===== config.mk =====
export PLATFORM = sky130hd
export DESIGN_NAME = codec_clkgen
export DESIGN_NICKNAME = d
export VERILOG_FILES = /design/src/rtl/codec_clk_pkg.sv /design/src/rtl/cg_master_div.sv /design/src/rtl/cg_cfg_hold.sv /design/src/rtl/cg_sample_timer.sv /design/src/rtl/codec_clkgen.sv
export SDC_FILE = /design/constraint.sdc
export NUM_CORES = 1
export LEC_CHECK = 0
export BUFFER_PORTS_ARGS = -buffer_cell sky130_fd_sc_hd__buf_2
export CELL_PAD_IN_SITES_DETAIL_PLACEMENT = 1
export CELL_PAD_IN_SITES_GLOBAL_PLACEMENT = 1
export CORE_MARGIN = 1.5
export CORE_UTILIZATION = 40
export CTS_CLUSTER_DIAMETER = 60
export DETAILED_ROUTE_END_ITERATION = 12
export PLACE_DENSITY = 0.69
export SETUP_SLACK_MARGIN = 0.1
export SLEW_MARGIN = 20
export SYNTH_ARGS = -nofsm -noshare
export SYNTH_HDL_FRONTEND = slang
export SYNTH_SLANG_ARGS = --single-unit

===== constraint.sdc =====
create_clock -name clk -period 12.1 [get_ports clk]
set_clock_uncertainty 0.2 [all_clocks]
set_input_delay 0.605 -clock clk [delete_from_list [all_inputs] [get_ports clk]]
set_output_delay 0.605 -clock clk [all_outputs]
set_load 0.005 [all_outputs]

===== src/rtl/codec_clk_pkg.sv =====
package codec_clk_pkg;
  localparam int MCODE_W = 3;
  localparam int SCODE_W = 2;
  localparam int RCODE_W = 2;
  localparam int ADV_W   = 5;
  localparam int MCNT_W  = 3;
  localparam int SCNT_W  = 11;

  typedef struct packed {
    logic [MCODE_W-1:0] mcode;
    logic [SCODE_W-1:0] scode;
    logic [RCODE_W-1:0] rcode;
    logic [ADV_W-1:0]   adv;
  } clk_cfg_t;

  // Master ratio minus one; reserved codes fall back to divide-by-one.
  function automatic logic [MCNT_W-1:0] mlast_of(input logic [MCODE_W-1:0] c);
    logic [MCNT_W-1:0] r;
    case (c)
      3'd1:    r = MCNT_W'(1);
      3'd2:    r = MCNT_W'(2);
      3'd3:    r = MCNT_W'(3);
      3'd4:    r = MCNT_W'(4);
      default: r = '0;
    endcase
    return r;
  endfunction
endpackage


===== src/rtl/cg_master_div.sv =====
module cg_master_div
  import codec_clk_pkg::*;
#(
  parameter int CNT_W = MCNT_W
) (
  input  logic               clk,
  input  logic               rst,
  input  logic [MCODE_W-1:0] code,
  output logic               tick
);
  logic [CNT_W-1:0] cnt;
  logic [CNT_W-1:0] last;

  always_comb last = CNT_W'(mlast_of(code));

  always_ff @(posedge clk) begin
    if (rst)              cnt <= '0;
    else if (cnt >= last) cnt <= '0;
    else                  cnt <= cnt + 1'b1;
  end

  assign tick = !rst && (cnt >= last);
endmodule


===== src/rtl/cg_cfg_hold.sv =====
module cg_cfg_hold
  import codec_clk_pkg::*;
(
  input  logic     clk,
  input  logic     rst,
  input  logic     boundary,
  input  logic     dac_pwr,
  input  clk_cfg_t cfg_in,
  output clk_cfg_t cfg_q
);
  always_ff @(posedge clk) begin
    if (rst) begin
      cfg_q <= '0;
    end else if (boundary) begin
      cfg_q.mcode <= cfg_in.mcode;
      cfg_q.scode <= cfg_in.scode;
      cfg_q.rcode <= cfg_in.rcode;
      if (!dac_pwr) cfg_q.adv <= cfg_in.adv;
    end
  end
endmodule


===== src/rtl/cg_sample_timer.sv =====
module cg_sample_timer
  import codec_clk_pkg::*;
#(
  parameter int CNT_W = SCNT_W,
  parameter int AW    = ADV_W
) (
  input  logic               clk,
  input  logic               rst,
  input  logic               tick,
  input  logic [RCODE_W-1:0] rcode,
  input  logic [SCODE_W-1:0] scode,
  input  logic [AW-1:0]      adv,
  output logic               frame,
  output logic               sclk,
  output logic               dac
);
  localparam logic [CNT_W-1:0] FULL  = {CNT_W{1'b1}};
  localparam logic [CNT_W-1:0] SBASE = CNT_W'(7);

  logic [CNT_W-1:0] cnt;
  logic [CNT_W-1:0] lim;
  logic [CNT_W-1:0] smask;
  logic [CNT_W-1:0] step;
  logic [CNT_W-1:0] dpos;

  always_comb begin
    lim   = FULL >> rcode;
    smask = SBASE >> scode;
    step  = (lim >> AW) + 1'b1;
    dpos  = (lim - smask - 1'b1 - CNT_W'(adv) * step) & lim;
  end

  assign frame = tick && (cnt == lim);
  assign sclk  = tick && ((cnt & smask) == smask);
  assign dac   = tick && (cnt == dpos);

  always_ff @(posedge clk) begin
    if (rst)                       cnt <= '0;
    else if (tick && cnt >= lim)   cnt <= '0;
    else if (tick)                 cnt <= cnt + 1'b1;
  end
endmodule


===== src/rtl/codec_clkgen.sv =====
module codec_clkgen
  import codec_clk_pkg::*;
(
  input  logic               clk,
  input  logic               rst,
  input  logic [MCODE_W-1:0] mdiv_code,
  input  logic [SCODE_W-1:0] sclk_code,
  input  logic [RCODE_W-1:0] rate_code,
  input  logic [ADV_W-1:0]   dac_adv,
  input  logic               dac_pwr,
  output logic               dmclk_en,
  output logic               sclk_en,
  output logic               frame_sync,
  output logic               dac_load
);
  clk_cfg_t cfg_in;
  clk_cfg_t cfg_q;
  logic     tick;
  logic     frame;

  always_comb begin
    cfg_in.mcode = mdiv_code;
    cfg_in.scode = sclk_code;
    cfg_in.rcode = rate_code;
    cfg_in.adv   = dac_adv;
  end

  cg_cfg_hold u_cfg (
    .clk(clk), .rst(rst), .boundary(frame), .dac_pwr(dac_pwr),
    .cfg_in(cfg_in), .cfg_q(cfg_q)
  );

  cg_master_div #(.CNT_W(MCNT_W)) u_mdiv (
    .clk(clk), .rst(rst), .code(cfg_q.mcode), .tick(tick)
  );

  cg_sample_timer #(.CNT_W(SCNT_W), .AW(ADV_W)) u_timer (
    .clk(clk), .rst(rst), .tick(tick), .rcode(cfg_q.rcode),
    .scode(cfg_q.scode), .adv(cfg_q.adv),
    .frame(frame), .sclk(sclk_en), .dac(dac_load)
  );

  assign dmclk_en   = tick;
  assign frame_sync = frame;
endmodule


==> results of run 1 <==
[area by class of cell]
class                   count  share of cell area (%)
clock buffers               3                    1.71
repair buffers             18                    3.73
flip-flops and latches     26                    21.6
clock inverters             1                    1.24
inverters                  19                    3.27
well taps                  72                    3.73
multi-input cells         210                    64.7
[placed cells by master, fill, tap and decap left out, types with 3 or more instances in the layout]
master / count
nor2b_1: 5
a21oi_1: 9
nand3_1: 8
nand2b_1: 4
a211oi_1: 5
buf_2: 18
a21o_1: 3
inv_1: 17
ha_1: 25
clkbuf_8: 3
nor4_1: 3
and2_1: 14
nor3_1: 6
mux2i_1: 12
dfxtp_1: 26
fa_1: 7
nor2_1: 29
and3_1: 5
nand2_1: 22
xnor2_1: 13
xor2_1: 6
o21ai_0: 6
nand4_1: 3
[cells by family (layout without fill, tap and decap cells)]
logic type,count (synthesis),after routing,synth area share (%)
simple gates,113,113,26.7
mux,12,12,5.35
fa+ha+maj,32,32,20.2
xor+xnor,19,19,7.41
compound gates,34,34,9.97
buf+inv,32,41,7.24
flops,26,26,23.2
[where the power goes]
part           switching (mW)  total, mW  leakage, nW  internal (mW)
sequential            0.00121     0.0874        0.210         0.0862
combinational         0.00450    0.00791        0.783        0.00342
clock                  0.0289     0.0732       0.0357         0.0443
total                  0.0346      0.168         1.03          0.134
[per-stage QoR]
step | area (um2) | hold slack (ns) | instances | util [%] | power [mW]
5_1_grt | 2410 | 0.306 | 349 | 44.1 | 0.175
2_1_floorplan | 2250 | 0.227 | 268 | - | 0.0932
6_report | 2410 | 0.266 | 349 | 44.1 | 0.168
3_3_place_gp | 2340 | 0.253 | 345 | 42.8 | 0.0972
3_5_place_dp | 2340 | 0.256 | 345 | 42.8 | 0.0973
4_1_cts | 2410 | 0.270 | 349 | 44.1 | 0.170
[path summary, 6_finish.rpt]
path	from	end	slack (ns)	cells past startpoint
setup reg to reg	u_cfg.cfg_q[6]	u_cfg.cfg_q[1]	8.82	9
hold / removal	u_mdiv.cnt[0]	u_mdiv.cnt[0]	0.27	1
hold reg to reg	u_mdiv.cnt[0]	u_mdiv.cnt[0]	0.27	1
setup / recovery	u_cfg.cfg_q[6]	dac_load	6.30	15
[per-layer routing]
layer  wire [um]  GRT usage (%)
met3         142           1.65
met1        2580           25.1
met5           0              0
met4         108           6.25
met2        2630           33.7
[state kept, by name, indices dropped and copies added (netlist names)]
name / count
u_timer.cnt: 11
u_cfg.cfg_q: 12
u_mdiv.cnt: 3
==> results.ini, run 1 <==
[synthesis]
synth_warnings=0
ys_seq_area_share_pct=23.2
synth_edf_count=0
syn_inst=268
synth-async-reset-ratio_pct=0
syn_area_um2=2250
ys.flop_type=dfxtp_1
yosys_register_bits=26
syn_area_per_cell_um2=8.38
yosys.area.top_type=dfxtp_1
synth_commonest_cells=nor2_1, dfxtp_1, ha_1
yosysMostFrequentCell=nor2_1
synth_cell_type_count=48
syn_nets=315
ys_top_cells_by_area=dfxtp_1, ha_1, fa_1
synth_top_area_share_pct=23.2

[clock_network]
hold_buffers=0
cts_buffers=3
cts_resized=0
clk_latency_ns=0.27
clock-sinks=26
htreeDepth=1
cts_setup_buffers=0
cts_root_buf=clkbuf_8
cts.clk_slew.worst_paths_ns=0.09
cts_tree=done
cts.path.max_buffers=2

[die]
rows=27
initial_utilization_pct=41.0
die_area_um2=6070
core_area_um2=5470
ios=19
die_w_um=77.9
fp.dieH_um=77.9

[worst_setup_path]
cp_common_cell=fa_1
cp_cell_sequence=nor2b_1 > and2_1 > ha_1 > fa_1 > fa_1 > inv_1 > fa_1 > ha_1 > and2_1 > o21ai_0 > nand3_1 > nor4_1 > nand4_1 > a2111oi_2 > buf_2
start_kind=flip-flop
path_delay_family=adder cells
path_class=flip-flop to output port
worstPathArrival_ns=4.99
worstPathRequired_ns=11.30
slowest_stage=dfxtp_1
cp_max_fo=15
critPathCaptureType=output port
cpPeakStageDelay_ns=0.61
crit_buf_inv=2

[sta]
fin_ws_ns=6.30
final.min_clock_period_ns=5.80
fin_crit_sh_pct=47.9
worst_pin_slew_ns=0.949
max_freq_mhz=173
finalMaxSlewViolations=0
setup_viol=0
rsz0062_at_grt=false
slew-limit-headroom_pct=36.7
hold_violations=0
fin_tns_setup_ns=0

[hold_path]
holdCritPathClass=flip-flop to flip-flop

[global_routing]
grt_pass1_vias=1945
grt_pass1_wl_mm=9.34
antenna_found_initial=0
grt_start_max_net_pins=18
gr-usage-all-layers_pct=19.4
grt_overflow=0

[drt]
vias_per_cell=5.34
route.detailed.drc=0
vias=1862
routed_wl_mm=5.46
routedWlPerCell_um=15.7
postRouteAntennaNets=0
drt_iter0_markers=66
firstDrtPassIters=4

[layout]
antenna_cells=0
fin_nets=325
seq_area_um2=520
layout-drive-gt1-share_pct=10.8
multi_input_area_um2=1560
fillers=683
area_delta_synth_final_pct=7.46

[pwr]
vdd_ir_drop_max_uv=49.8
leakage_nw=1.03
power_density_nw_per_um2=69.8

[status]
status=finished, final reports clean

[place]
dpl_worst_slack_ns=6.63
gp_congestion=0.781
numPortBuffers=18
hpwl_mm=4.26

[run]
maxCapViolCount=0

Note: power is estimated with default switching activity, not from simulation.
==> run 2, diff against run 1 <==
==> constraint.sdc (replaced) <==
create_clock -name clk -period 5.6 [get_ports clk]
set_clock_uncertainty 0.2 [all_clocks]
set_input_delay 0.28 -clock clk [delete_from_list [all_inputs] [get_ports clk]]
set_output_delay 0.28 -clock clk [all_outputs]
set_load 0.005 [all_outputs]
==> results.ini, run 2 (synthesis results as in run 1) <==
[die]
core_area_um2=5470
fp.dieH_um=77.9
initial_utilization_pct=41.0
ios=19
rows=27
die_area_um2=6070
die_w_um=77.9

[run]
maxCapViolCount=0

[global_routing]
grt_pass1_vias=1937
grt_pass1_wl_mm=9.34
grt_start_max_net_pins=18
gr-usage-all-layers_pct=19.6
grt_overflow=0
antenna_found_initial=0

[sta]
fin_ws_ns=0.469
setup_viol=0
rsz0062_at_grt=false
slew-limit-headroom_pct=41.1
finalMaxSlewViolations=0
hold_violations=0
worst_pin_slew_ns=0.883
fin_crit_sh_pct=91.6
final.min_clock_period_ns=5.13
fin_tns_setup_ns=0
max_freq_mhz=195

[drt]
route.detailed.drc=0
postRouteAntennaNets=0
firstDrtPassIters=4
routed_wl_mm=5.36
drt_iter0_markers=63
vias_per_cell=5.36
routedWlPerCell_um=15.4
vias=1872

[worst_setup_path]
start_kind=flip-flop
r2r_slack_ns=2.42
critPathCaptureType=output port
slowest_stage=fa_1
cp_common_cell=fa_1
path_class=flip-flop to output port
worstPathRequired_ns=5.12
cpPeakStageDelay_ns=0.54
cp_cell_sequence=nor2b_2 > and2_1 > ha_1 > fa_1 > fa_1 > inv_1 > fa_1 > ha_2 > and2_1 > o21ai_0 > nand3_1 > nor4_1 > nand4_1 > a2111oi_2 > buf_2
cp_max_fo=15
worstPathArrival_ns=4.65

[layout]
antenna_cells=0
regMostFlops=u_cfg.cfg_q
final_cell_mix=nor2_1, ha_1, dfxtp_1
fin_nets=325
layout-drive-gt1-share_pct=12.6
layout.cells.non_filler=349
largest_reg_flops=12
area_delta_synth_final_pct=8.25
layout_commonest_cell=nor2_1
fillers=685
largestRegisters=u_cfg.cfg_q (12), u_timer.cnt (11), u_mdiv.cnt (3)

[pwr]
leakage_nw=1.03
p_total_mw=0.364
power_density_nw_per_um2=150
vdd_ir_drop_max_uv=174

[place]
numPortBuffers=18
gp_congestion=0.781
dpl_worst_slack_ns=0.446
placed_cells=345
hpwl_mm=4.25

[clock_network]
hold_buffers=0
cts.clk_slew.worst_paths_ns=0.09
cts.path.max_buffers=2
clock-sinks=26
clk_latency_ns=0.28
htreeDepth=1
cts_tree=done
cts_root_buf=clkbuf_8
cts_buffers=3

[status]
status=finished, final reports clean

[hold_path]
holdCritPathClass=input port to flip-flop

[run 2: changes by cell type in the layout (fill, tap and decap cells not counted)]
cell | previous run | this run
nor2b_4 | 0 | 1
ha_2 | 0 | 1
dfxtp_4 | 0 | 1
nor2b_1 | 5 | 3
ha_1 | 25 | 24
nor2b_2 | 0 | 1
dfxtp_1 | 26 | 24
dfxtp_2 | 0 | 1
[run 2: critical path: cells and delay by family (launching register included)]
| kind | cells | cell delay, ns |
|---|---|---|
| buffers and inverters | 2 | 0.22 |
| AOI/OAI and AO/OA | 2 | 0.47 |
| DFF | 1 | 0.45 |
| adders and majority gates | 5 | 2.17 |
| and+or+nand+nor | 6 | 1.06 |
[run 2: path summary, 6_finish.rpt]
check	start	endpoint	cells after the start
max	u_cfg.cfg_q[6]	dac_load	15
min	mdiv_code[1]	u_cfg.cfg_q[10]	3
max reg2reg	u_cfg.cfg_q[6]	u_cfg.cfg_q[1]	9
min reg2reg	u_mdiv.cnt[0]	u_mdiv.cnt[0]	1
[run 2: metrics by stage]
stage	hold WS [ns]	area, um2	util (%)
finish	0.0341	2430	44.4
global placement	0.253	2340	42.8
global route	0.0404	2430	44.4
floorplan	0.227	2250	-
detailed placement	0.256	2340	42.8
CTS	0.0290	2410	44.1
[run 2: repair_timing]
action | 4_1_cts | 5_1_grt
buffers inserted | 0 | 0
resized for setup | 0 | 7
endpoints found under the setup margin | 0 | 1
[run 2: layout make-up]
cell class / count / area, um2 / share of cell area [%]
well taps: 72 / 90.1 / 3.71
multi-input cells: 210 / 1580 / 64.8
repair buffers: 18 / 90.1 / 3.71
clock inverters: 1 / 30.0 / 1.24
flip-flops and latches: 26 / 526 / 21.6
clock buffers: 3 / 41.3 / 1.70
inverters: 19 / 78.8 / 3.24
[run 2: metal layers]
layer,track usage [%],vias up,wire length [um]
met5,0,-,0
met4,9.11,0,150
met3,1.88,10,104
met2,33.3,15,2520
met1,24.7,914,2580
li1,-,933,-
[run 2: where the power goes]
| part | switching [mW] | internal [mW] | leakage [nW] |
|---|---|---|---|
| registers | 0.00263 | 0.186 | 0.211 |
| logic | 0.00941 | 0.00734 | 0.782 |
| clock network | 0.0630 | 0.0958 | 0.0357 |
==> run 3, diff against run 2 <==
--- a/config.mk
+++ b/config.mk
@@ -13,7 +13,7 @@
 export CTS_CLUSTER_DIAMETER = 60
 export DETAILED_ROUTE_END_ITERATION = 12
 export PLACE_DENSITY = 0.69
-export SETUP_SLACK_MARGIN = 0.1
+export SETUP_SLACK_MARGIN = 0.5
 export SLEW_MARGIN = 20
 export SYNTH_ARGS = -nofsm -noshare
 export SYNTH_HDL_FRONTEND = slang
==> results.ini, run 3 (synthesis results as in run 1) <==
[clock_network]
cts_root_buf=clkbuf_8
cts_buffers=3
cts_tree=done
clock-sinks=26
htreeDepth=1
cts.clk_slew.worst_paths_ns=0.09
clk_latency_ns=0.28
cts.path.max_buffers=2

[worst_setup_path]
cpPeakStageDelay_ns=0.58
reg2reg_to=u_cfg.cfg_q[1]
cp_cell_sequence=nor2b_4 > and2_1 > ha_1 > fa_1 > fa_1 > inv_1 > fa_1 > ha_4 > o211ai_1 > nand2_1 > xnor2_2 > xnor2_1 > a21boi_0 > a2111oi_2 > buf_2
reg2reg_depth=9
cp_common_cell=fa_1
start_kind=flip-flop
timing.rr.start=u_cfg.cfg_q[6]
critPathCaptureType=output port
slowest_stage=fa_1
cp_max_fo=10
path_class=flip-flop to output port
worstPathArrival_ns=4.48
worstPathRequired_ns=5.12
r2r_slack_ns=2.46

[layout]
largestRegisters=u_cfg.cfg_q (12), u_timer.cnt (11), u_mdiv.cnt (3)
regMostFlops=u_cfg.cfg_q
layout-drive-gt1-share_pct=15.9
area_delta_synth_final_pct=12.2
fillers=685
antenna_cells=0
postLayoutCoreUtil_pct=46.0
layout_commonest_cell=nor2_1
largest_reg_flops=12
final_area_um2=2520
fin_nets=331
final_cell_mix=nor2_1, dfxtp_1, ha_1

[sta]
fin_crit_sh_pct=88.6
final.min_clock_period_ns=4.96
finalMaxSlewViolations=0
rsz0062_at_grt=false
max_freq_mhz=202
hold_violations=0
setup_viol=0
worst_pin_slew_ns=0.879
hold_ws_ns=0.0342
slew-limit-headroom_pct=41.4
fin_tns_setup_ns=0

[global_routing]
grt_overflow=0
grt_pass1_wl_mm=9.43
antenna_found_initial=0
grt_pass1_vias=1956
grt_start_max_net_pins=18
gr-usage-all-layers_pct=19.7

[die]
die_w_um=77.9
die_area_um2=6070
ios=19
core_area_um2=5470
initial_utilization_pct=41.0
rows=27
fp.dieH_um=77.9

[drt]
route.detailed.drc=0
postRouteAntennaNets=0
vias_per_cell=5.37
routed_wl_mm=5.58
drt_iter0_markers=45
firstDrtPassIters=4
vias=1905
routedWlPerCell_um=15.7

[hold_path]
whs_path_depth=3
hp-start=mdiv_code[1]
holdCritPathClass=input port to flip-flop
hold_path_end=u_cfg.cfg_q[10]

[pwr]
leakage_nw=1.08
p_total_mw=0.363
power_density_nw_per_um2=144
vdd_ir_drop_max_uv=174

[place]
numPortBuffers=18
hpwl_mm=4.25
gp_congestion=0.781
placed_cell_area_um2=2340

[status]
status=finished, final reports clean

[run]
maxCapViolCount=0

[run 3: power by group]
part	switching, mW	internal, mW
combinational	0.00936	0.00734
sequential	0.00262	0.185
clock	0.0629	0.0958
total	0.0749	0.288
[run 3: worst max path at each step]
stage | startpoint | endpoint
6_report | u_cfg.cfg_q[6] | dac_load
4_1_cts | u_cfg.cfg_q[5] | dac_load
5_1_grt | u_cfg.cfg_q[6] | dac_load
3_3_place_gp | u_cfg.cfg_q[6] | dac_load
3_5_place_dp | u_cfg.cfg_q[6] | dac_load
2_1_floorplan | u_cfg.cfg_q[6] | dac_load
[run 3: layout make-up]
class                      count  area (um2)  area share, %
clock inverter                 1        30.0           1.19
inverter                      19        78.8           3.13
timing repair buffer          24         133           5.26
clock buffer                   3        41.3           1.64
sequential                    26         528           21.0
tap                           72        90.1           3.57
multi-input combinational    210        1620           64.3
[run 3: what timing repair did]
item,CTS,global route
hold buffers,0,0
buffers inserted,2,4
gates resized for setup,9,6
endpoints found under the setup margin,1,1
pin swaps,0,2
[run 3: per-layer routing]
layer | vias up | global-route usage (%) | share of wire (%)
li1 | 945 | - | -
met1 | 935 | 24.8 | 47
met2 | 17 | 33.8 | 49
met3 | 8 | 1.88 | 2.0
met4 | 0 | 9.11 | 2.2
met5 | - | 0 | 0
[run 3: through the flow]
step | worst slack (ns) | std cells
2_1_floorplan | 0.893 | 268
3_3_place_gp | 0.616 | 345
3_5_place_dp | 0.446 | 345
4_1_cts | 0.529 | 351
5_1_grt | 0.450 | 355
6_report | 0.640 | 355
[run 3: worst max-delay path: cells and delay by family, from the launching register on]
kind                       cells  cell delay [ns]
adders and majority gates      5             2.19
xor gates and xnor gates       2             0.36
buffers and inverters          2             0.23
and+or+nand+nor                3             0.48
AOI/OAI and AO/OA              3             0.57
DFF                            1             0.38
